### config.mk
export PLATFORM = sky130hd
export DESIGN_NAME = irq_reg_bank
export DESIGN_NICKNAME = d
export VERILOG_FILES = /design/src/rtl/irq_bank_pkg.sv /design/src/rtl/irq_wr_decode.sv /design/src/rtl/irq_stat_mask.sv /design/src/rtl/irq_bitop_reg.sv /design/src/rtl/irq_reg_bank.sv
export SDC_FILE = /design/constraint.sdc
export NUM_CORES = 1
export LEC_CHECK = 0
export ABC_CLOCK_PERIOD_IN_PS = 1500
export CAP_MARGIN = 20
export CORE_ASPECT_RATIO = 0.6
export CORE_MARGIN = 1
export CORE_UTILIZATION = 30
export DETAILED_ROUTE_END_ITERATION = 7
export PLACE_DENSITY = 0.45
export RECOVER_POWER = 100
export SETUP_SLACK_MARGIN = 0.4
export SYNTH_ARGS = -nofsm -noshare
export SYNTH_HDL_FRONTEND = slang
export SYNTH_SLANG_ARGS = --single-unit
### constraint.sdc
create_clock -name clk_i -period 1.5 [get_ports clk_i]
set_input_delay 0.225 -clock clk_i [delete_from_list [all_inputs] [get_ports clk_i]]
set_output_delay 0.225 -clock clk_i [all_outputs]
set_load 0.01 [all_outputs]
### src/rtl/irq_bank_pkg.sv
package irq_bank_pkg;
  localparam int unsigned MASK_W   = 16;
  localparam int unsigned REG_STAT = 0;
  localparam int unsigned REG_MASK = 1;
  localparam int unsigned REG_SET  = 2;
  localparam int unsigned REG_CLR  = 3;
  localparam int unsigned REG_CMD  = 4;
  localparam int unsigned NUM_REGS = 5;

  typedef enum logic [1:0] {
    BOP_OR   = 2'd0,
    BOP_ANDN = 2'd1,
    BOP_CMD  = 2'd2
  } bop_e;
endpackage

### src/rtl/irq_wr_decode.sv
module irq_wr_decode #(
  parameter int unsigned ADDR_W   = 3,
  parameter int unsigned NUM_REGS = 5
) (
  input  logic              wr_en_i,
  input  logic [ADDR_W-1:0] wr_addr_i,
  output logic [NUM_REGS-1:0] we_o
);
  for (genvar g = 0; g < NUM_REGS; g++) begin : g_dec
    assign we_o[g] = wr_en_i && (wr_addr_i == ADDR_W'(g));
  end

  always_comb begin
    assert ($onehot0(we_o)) else $error("a_r9_onehot_we");
  end
endmodule

### src/rtl/irq_stat_mask.sv
module irq_stat_mask
  import irq_bank_pkg::*;
#(
  parameter int unsigned NUM_SRC = 16,
  parameter int unsigned DATA_W  = 32
) (
  input  logic               clk_i,
  input  logic               rst_ni,
  input  logic               stat_we_i,
  input  logic               mask_we_i,
  input  logic [DATA_W-1:0]  wdata_i,
  input  logic [NUM_SRC-1:0] src_i,
  output logic [NUM_SRC-1:0] stat_o,
  output logic [MASK_W-1:0]  mask_o,
  output logic               irq_o
);
  logic [NUM_SRC-1:0] stat_q, stat_d, clr_bits;
  logic [MASK_W-1:0]  mask_q, mask_d;
  logic               irq_q, irq_d;

  // source set wins over a same-cycle clear
  always_comb begin
    clr_bits = stat_we_i ? wdata_i[NUM_SRC-1:0] : '0;
    stat_d   = (stat_q & ~clr_bits) | src_i;
    mask_d   = mask_we_i ? (mask_q ^ wdata_i[MASK_W-1:0]) : mask_q;
    irq_d    = |(stat_d & mask_d[NUM_SRC-1:0]);
  end

  always_ff @(posedge clk_i or negedge rst_ni) begin
    if (!rst_ni) begin
      stat_q <= '0;
      mask_q <= '0;
      irq_q  <= 1'b0;
    end else begin
      stat_q <= stat_d;
      mask_q <= mask_d;
      irq_q  <= irq_d;
    end
  end

  assign stat_o = stat_q;
  assign mask_o = mask_q;
  assign irq_o  = irq_q;

  a_r1_src_latches: assert property (@(posedge clk_i) disable iff (!rst_ni)
    (|src_i) |=> ((stat_q & $past(src_i)) == $past(src_i)));
  a_r2_mask_toggle: assert property (@(posedge clk_i) disable iff (!rst_ni)
    mask_we_i |=> (mask_q == ($past(mask_q) ^ $past(wdata_i[MASK_W-1:0]))));
  a_r2_mask_hold: assert property (@(posedge clk_i) disable iff (!rst_ni)
    !mask_we_i |=> $stable(mask_q));
  a_r3_w1c: assert property (@(posedge clk_i) disable iff (!rst_ni)
    (stat_we_i && src_i == '0) |=>
      (stat_q == ($past(stat_q) & ~$past(wdata_i[NUM_SRC-1:0]))));
  a_r4_irq_tracks: assert property (@(posedge clk_i) disable iff (!rst_ni)
    irq_o == |(stat_o & mask_o[NUM_SRC-1:0]));
endmodule

### src/rtl/irq_bitop_reg.sv
module irq_bitop_reg
  import irq_bank_pkg::*;
#(
  parameter bop_e                MODE    = BOP_OR,
  parameter int unsigned         DATA_W  = 32,
  parameter logic [DATA_W-1:0]   RST_VAL = '0
) (
  input  logic              clk_i,
  input  logic              rst_ni,
  input  logic              we_i,
  input  logic [DATA_W-1:0] wdata_i,
  output logic [DATA_W-1:0] q_o
);
  localparam int unsigned BUSY_BIT = DATA_W - 1;

  logic [DATA_W-1:0] q, d;

  if (MODE == BOP_OR) begin : g_or
    assign d = q | wdata_i;
  end else if (MODE == BOP_ANDN) begin : g_andn
    assign d = q & ~wdata_i;
  end else begin : g_cmd
    assign d = {1'b0, wdata_i[BUSY_BIT-1:0]};
  end

  always_ff @(posedge clk_i or negedge rst_ni) begin
    if (!rst_ni)   q <= RST_VAL;
    else if (we_i) q <= d;
  end

  assign q_o = q;

  a_r9_hold: assert property (@(posedge clk_i) disable iff (!rst_ni)
    !we_i |=> $stable(q_o));

  if (MODE == BOP_OR) begin : g_a_or
    a_r6_or_accum: assert property (@(posedge clk_i) disable iff (!rst_ni)
      we_i |=> (q_o == ($past(q_o) | $past(wdata_i))));
  end else if (MODE == BOP_ANDN) begin : g_a_andn
    a_r7_andn_clear: assert property (@(posedge clk_i) disable iff (!rst_ni)
      we_i |=> (q_o == ($past(q_o) & ~$past(wdata_i))));
  end else begin : g_a_cmd
    a_r8_busy_low: assert property (@(posedge clk_i) disable iff (!rst_ni)
      !q_o[BUSY_BIT]);
    a_r8_cmd_store: assert property (@(posedge clk_i) disable iff (!rst_ni)
      we_i |=> (q_o[BUSY_BIT-1:0] == $past(wdata_i[BUSY_BIT-1:0])));
  end
endmodule

### src/rtl/irq_reg_bank.sv
module irq_reg_bank
  import irq_bank_pkg::*;
#(
  parameter int unsigned NUM_SRC = 16,
  parameter int unsigned ADDR_W  = 3,
  parameter int unsigned DATA_W  = 32
) (
  input  logic               clk_i,
  input  logic               rst_ni,
  input  logic               wr_en_i,
  input  logic [ADDR_W-1:0]  wr_addr_i,
  input  logic [DATA_W-1:0]  wr_data_i,
  input  logic [ADDR_W-1:0]  rd_addr_i,
  output logic [DATA_W-1:0]  rd_data_o,
  input  logic [NUM_SRC-1:0] src_i,
  output logic               irq_o
);
  logic [NUM_REGS-1:0] we;
  logic [NUM_SRC-1:0]  stat;
  logic [MASK_W-1:0]   mask;
  logic [DATA_W-1:0]   set_q, clr_q, cmd_q;

  irq_wr_decode #(.ADDR_W(ADDR_W), .NUM_REGS(NUM_REGS)) u_dec (
    .wr_en_i  (wr_en_i),
    .wr_addr_i(wr_addr_i),
    .we_o     (we)
  );

  irq_stat_mask #(.NUM_SRC(NUM_SRC), .DATA_W(DATA_W)) u_stat (
    .clk_i    (clk_i),
    .rst_ni   (rst_ni),
    .stat_we_i(we[REG_STAT]),
    .mask_we_i(we[REG_MASK]),
    .wdata_i  (wr_data_i),
    .src_i    (src_i),
    .stat_o   (stat),
    .mask_o   (mask),
    .irq_o    (irq_o)
  );

  irq_bitop_reg #(.MODE(BOP_OR), .DATA_W(DATA_W), .RST_VAL('0)) u_set (
    .clk_i(clk_i), .rst_ni(rst_ni), .we_i(we[REG_SET]),
    .wdata_i(wr_data_i), .q_o(set_q)
  );

  irq_bitop_reg #(.MODE(BOP_ANDN), .DATA_W(DATA_W), .RST_VAL('1)) u_clr (
    .clk_i(clk_i), .rst_ni(rst_ni), .we_i(we[REG_CLR]),
    .wdata_i(wr_data_i), .q_o(clr_q)
  );

  irq_bitop_reg #(.MODE(BOP_CMD), .DATA_W(DATA_W), .RST_VAL('0)) u_cmd (
    .clk_i(clk_i), .rst_ni(rst_ni), .we_i(we[REG_CMD]),
    .wdata_i(wr_data_i), .q_o(cmd_q)
  );

  always_comb begin
    rd_data_o = '0;
    if      (rd_addr_i == ADDR_W'(REG_STAT)) rd_data_o = DATA_W'(stat);
    else if (rd_addr_i == ADDR_W'(REG_MASK)) rd_data_o = DATA_W'(mask);
    else if (rd_addr_i == ADDR_W'(REG_SET))  rd_data_o = set_q;
    else if (rd_addr_i == ADDR_W'(REG_CLR))  rd_data_o = clr_q;
    else if (rd_addr_i == ADDR_W'(REG_CMD))  rd_data_o = cmd_q;
  end

  a_r10_upper_mask_inert: assert property (@(posedge clk_i) disable iff (!rst_ni)
    (stat == '0) |-> !irq_o);
endmodule

==> flow_summary.toml, run 1 <==
[sta]
finalCriticalPeriod_ps = 1778
tns_ps = -6850
hold_violations = 0
max_freq_mhz = 562.4
worst_clock_skew_ps = 7.189
worstMarginPinSlew_ps = 601.3
setup_viol = 32
rsz0062_at_grt = "yes"
drv_slew = 0
slew_headroom = 0.5991
whs_ps = 299.5
setup_slack_ps = -277.9
min_period_over_period = 1.185

[status]
status = "finished, violations left"
failed_checks = "negative setup slack"

[global_route]
overflow = 0
grt_pass1_wl_um = 30350
grt_antenna_before_repair = 0
grt_max_degree = 44
grt_use_total = 0.1995
first_global_vias = 5252

[synth]
ys_seq_area_frac = 0.5369
ys.warnings.count = 0
ys_types = 31
synth-seq-cells = 128
syn_area_um2 = 6041
synth_cells = 527
synthesis.nets = 584
postSynthAreaPerCell_um2 = 11.46

[route]
vias_per_cell = 4.874
drcViolationCount = 0
dr.pass1.iters = 4
drtIter0Drc = 273
postRouteAntennaNets = 0
vias = 5015
wl_per_cell_um = 18.88
finalWirelength_um = 19430

[clock_tree]
clk_latency_ps = 420
cts_tree = "yes"
htreeDepth = 4
clock_sinks = 128
numCtsBuffers = 17
clk_pin_slew_worst_paths_ps = 60
clockBufferDepth = 2
cts_root_buf = "clkbuf_16"

[power_and_ir_drop]
intPower_mw = 8.384
p_comb_frac = 0.270
switchingPower_mw = 3.375
p_leak_nw = 3.891
p_clk_frac = 0.361
switching_share = 0.2870
seqPwrFrac = 0.368
p_per_area_nw_per_um2 = 1288
vdd_ir_drop_max_uv = 780.5
power_mw = 11.76

[finish]
syn_to_final_growth_pct = 51.16
fin_nets = 807
multiInputGateArea_um2 = 2863
drive_gt1_frac = 0.4548
postLayoutCoreUtil = 0.4714
most-common-layout-cells = "dfrtp_1, buf_4, nand2_1"
antennaDiodeCount = 0
n_fill_cell = 1824
regArea_um2 = 3243
layout_commonest_cell = "dfrtp_1"

[place]
portBuffers = 89
dp_hpwl_um = 12320
routabilityCongestion = 0.8100

[setup_path]
critical_path_required_ps = 1270
worst_ep_arrival_time_ps = 1550
worstSetupStartpointType = "flop"
critical_path_peak_fanout = 2
end_kind = "output port"
worst-setup-path-type = "reg -> out"

[die]
initial_utilization = 0.3118
ios = 90
fp-row-count = 39
die_area_um2 = 20730
core_um2 = 19370
die_h_um = 111.9
die_w_um = 185.2

[job]
cap_violations = 0

[min_path]
hp-class = "in -> async"
-- power by group through the flow --
stage                     sequential, mW  clock, mW  combinational, mW
after global routing                4.40       4.49               3.44
after global placement              4.36          0               2.88
final                               4.33       4.25               3.18
after CTS                           4.33       4.33               3.22
after floorplan                     4.43          0               1.38
after detailed placement            4.38          0               2.93
-- sequential cells by signal, summed over array words and instances (netlist names) --
| name | cells |
|---|---|
| u_set.q_o | 32 |
| u_clr.q_o | 32 |
| u_stat.mask_o | 16 |
| u_stat.irq_o | 1 |
| u_cmd.q_o | 31 |
| u_stat.stat_o | 16 |
-- cell families after synthesis --
| family | Yosys count | share of synthesized area |
|---|---|---|
| AOI/OAI and AO/OA | 160 | 0.1761 |
| DFF | 128 | 0.5369 |
| xor gates and xnor gates | 16 | 0.02320 |
| and+or+nand+nor | 111 | 0.07809 |
| muxes | 64 | 0.1435 |
| buffers and inverters | 48 | 0.04225 |
-- worst max-delay path, cell delays in order, from the launching register on --
cell and delay [ps]:
dfrtp_1 390, mux4_2 490, inv_2 70, o21ai_2 50
buf_2 140
-- through the flow --
| step | cells | setup WS (ps) | instance area [um^2] |
|---|---|---|---|
| after floorplan | 527 | 167.6 | 6341 |
| after global placement | 956 | -855.9 | 8225 |
| after detailed placement | 956 | -871.8 | 8225 |
| after CTS | 1025 | -299.6 | 9344 |
| after global routing | 1029 | -353.7 | 9131 |
| final | 1029 | -277.9 | 9131 |
-- synth_stat cells (all sizes together) --
master | instances | share of area
a21boi | 32 | 0.040
a21o | 48 | 0.060
a21oi | 16 | 0.013
a311oi | 16 | 0.023
a31oi | 1 | 0.0010
and2b | 2 | 0.0025
and3 | 1 | 0.0010
and4bb | 2 | 0.0048
buf | 24 | 0.027
clkbuf | 8 | 0.0050
dfrtp | 96 | 0.40
dfstp | 32 | 0.14
inv | 16 | 0.0099
mux2 | 31 | 0.058
mux2i | 18 | 0.030
mux4 | 15 | 0.056
nand2 | 79 | 0.049
nand2b | 1 | 0.0010
nand4 | 1 | 0.0010
nor2 | 19 | 0.012
nor2b | 1 | 0.0015
nor3b | 1 | 0.0012
nor4 | 4 | 0.0041
o21ai | 46 | 0.038
o22ai | 1 | 0.0010
xnor2 | 16 | 0.023
-- path summary, 6_finish.rpt --
path	startpoint	to	slack (ps)	cells past startpoint
hold / removal	rst_ni	u_stat.stat_o[6]$_DFF_PN0_	300	2
setup / recovery	u_stat.stat_o[7]$_DFF_PN0_	rd_data_o[7]	-280	4
min in group clk_i	wr_data_i[31]	u_clr.q_o[31]$_DFFE_PN1P_	380	2
max in group asynchronous	rst_ni	u_stat.stat_o[15]$_DFF_PN0_	150	3
setup reg to reg	u_stat.mask_o[1]$_DFF_PN0_	u_stat.irq_o$_DFF_PN0_	-40	8
hold reg to reg	u_set.q_o[9]$_DFFE_PN0P_	u_set.q_o[9]$_DFFE_PN0P_	450	1
-- metal layers --
layer,global-route usage,vias up,share of wire
met5,0,-,0
met2,0.2915,120,0.44
li1,-,2324,-
met3,0.04024,14,0.045
met4,0.05730,0,0.012
met1,0.2965,2557,0.50
-- cell type report --
| type | count | area share |
|---|---|---|
| clock buffer | 19 | 0.04741 |
| clock inverter | 13 | 0.01795 |
| inverter | 16 | 0.006577 |
| multi-input combinational | 351 | 0.3135 |
| sequential | 128 | 0.3552 |
| tap | 266 | 0.03645 |
| timing repair buffer | 236 | 0.2229 |
-- repair_timing --
item | in CTS | in global routing
setup endpoints to repair | 161 | 65
gates cloned | 8 | 0
pin swaps | 10 | 6
resized for setup | 227 | 36
setup buffers | 28 | 4
hold endpoints to repair | 31 | 0
hold buffers | 1 | 0
No activity file was read; power rests on OpenSTA's default activity.
==> run 2, diff against run 1 <==
--- a/config.mk
+++ b/config.mk
@@ -14,6 +14,7 @@
 export PLACE_DENSITY = 0.45
 export RECOVER_POWER = 100
 export SETUP_SLACK_MARGIN = 0.4
+export SKIP_CTS_REPAIR_TIMING = 1
 export SYNTH_ARGS = -nofsm -noshare
 export SYNTH_HDL_FRONTEND = slang
 export SYNTH_SLANG_ARGS = --single-unit
==> run 2 against run 1 <==
The flow still finishes with violations (negative setup slack). Register-to-register slack got worse by 70 ps. Critical path depth unchanged. Fmax decreased by 0.37%.
==> flow_summary.toml, run 2 (synthesis results as in run 1) <==
[global_route]
grt_max_degree = 44
grt_use_total = 0.1831
overflow = 0
first_global_vias = 5078
grt_pass1_wl_um = 28210
grt_antenna_before_repair = 0

[clock_tree]
clock_sinks = 128
clk_pin_slew_worst_paths_ps = 60
htreeDepth = 4
cts_tree = "yes"
numCtsBuffers = 17
clk_latency_ps = 420
cts_root_buf = "clkbuf_16"
clockBufferDepth = 2

[place]
routabilityCongestion = 0.8100
dpl-instance-area_um2 = 8225
dp_hpwl_um = 12320
portBuffers = 89

[power_and_ir_drop]
vdd_ir_drop_max_uv = 757.4
p_leak_nw = 3.914
p_clk_frac = 0.363
p_per_area_nw_per_um2 = 1290
power_mw = 11.67
p_comb_frac = 0.263
switchingPower_mw = 3.330
seqPwrFrac = 0.374
switching_share = 0.2853
intPower_mw = 8.343

[sta]
worstMarginPinSlew_ps = 816.3
tns_ps = -7286
drv_slew = 0
worst_clock_skew_ps = 7.371
setup_slack_ps = -284.5
finalCriticalPeriod_ps = 1785
hold_violations = 0
setup_viol = 63
slew_headroom = 0.4558
min_period_over_period = 1.190
max_freq_mhz = 560.4
whs_ps = 302.1
rsz0062_at_grt = "yes"

[route]
drcViolationCount = 0
drtIter0Drc = 303
postRouteAntennaNets = 0
vias_per_cell = 4.843
dr.pass1.iters = 4
vias = 4945
finalWirelength_um = 19080
wl_per_cell_um = 18.69

[setup_path]
worstSetupStartpointType = "flop"
crit_family = "multiplexers"
critPathMaxStageDelay_ps = 490
critPathBufInv = 2
path_depth = 4
critical_path_required_ps = 1270
worst_ep_arrival_time_ps = 1560
worst-setup-path-type = "reg -> out"
worstRegToRegCells = 7
end_kind = "output port"
critical_path_peak_fanout = 2
slowest_stage = "mux4_2"
path_cells = "mux4_2 > inv_2 > o21ai_2 > buf_2"

[finish]
drive_gt1_frac = 0.4715
syn_to_final_growth_pct = 49.81
most-common-layout-cells = "dfrtp_1, buf_4, a21o_1, clkdlybuf4s50_1, nand2_1"
layout_commonest_cell = "dfrtp_1"
final_area_um2 = 9050
antennaDiodeCount = 0
n_fill_cell = 1821
fin_nets = 799

[die]
die_h_um = 111.9
die_w_um = 185.2
initial_utilization = 0.3118
die_area_um2 = 20730
ios = 90
core_um2 = 19370
fp-row-count = 39

[job]
cap_violations = 0

[min_path]
hp-class = "in -> async"

[status]
status = "finished, violations left"
failed_checks = "negative setup slack"
## run 2: cell count changes in the layout (fill, tap and decap cells not counted), moves of 3 or more
cell / delta
clkbuf_2: +15
buf_2: -13
mux2_4: +12
mux2_1: -11
nand2_1: -8
nand2_4: +7
buf_12: -3
buf_16: -3
## run 2: power by group through the flow
| stage | clock network (mW) | registers, mW | logic (mW) |
|---|---|---|---|
| global placement | 0 | 4.36 | 2.88 |
| floorplan | 0 | 4.43 | 1.38 |
| detailed placement | 0 | 4.38 | 2.93 |
| global route | 4.48 | 4.44 | 3.34 |
| CTS | 4.33 | 4.33 | 2.95 |
| finish | 4.24 | 4.37 | 3.07 |
## run 2: path summary, 6_finish.rpt
kind	start	end	slack [ps]
min	rst_ni	u_stat.stat_o[6]$_DFF_PN0_	300
min in group clk_i	wr_data_i[31]	u_clr.q_o[31]$_DFFE_PN1P_	380
max	u_stat.stat_o[7]$_DFF_PN0_	rd_data_o[7]	-280
max reg2reg	u_stat.stat_o[1]$_DFF_PN0_	u_stat.irq_o$_DFF_PN0_	-110
min reg2reg	u_set.q_o[12]$_DFFE_PN0P_	u_set.q_o[12]$_DFFE_PN0P_	450
max in group asynchronous	rst_ni	u_cmd.q_o[11]$_DFFE_PN0P_	150
## run 2: routing by layer
metal | wire length, um | GRT usage
met4 | 239 | 0.05399
met1 | 9764 | 0.2654
met2 | 8466 | 0.2704
met5 | 0 | 0
met3 | 611 | 0.04285
## run 2: through the flow
stage	instances	worst slack (ps)	util
global route	1021	-349.1	0.4672
CTS	988	-774.4	0.4554
floorplan	527	167.6	-
detailed placement	956	-871.8	0.4246
global placement	956	-855.9	0.4246
finish	1021	-284.5	0.4672
## run 2: worst reg2reg max path, cell delays in order (launching register included)
cell      delay [ps]
dfrtp_1          380
buf_4            140
nor2_1           130
a311oi_2          60
buf_4            170
nor4_4           330
buf_4            170
nand4_1           90
## run 2: layout make-up
| type | count | area (um^2) | share of cell area |
|---|---|---|---|
| clock buffers | 19 | 432.9 | 0.04784 |
| flip-flops and latches | 128 | 3243 | 0.3584 |
| repair buffers | 228 | 1878 | 0.2075 |
| well taps | 266 | 332.8 | 0.03678 |
| inverters | 16 | 60.06 | 0.006636 |
| multi-input cells | 351 | 2939 | 0.3248 |
| clock inverters | 13 | 163.9 | 0.01811 |
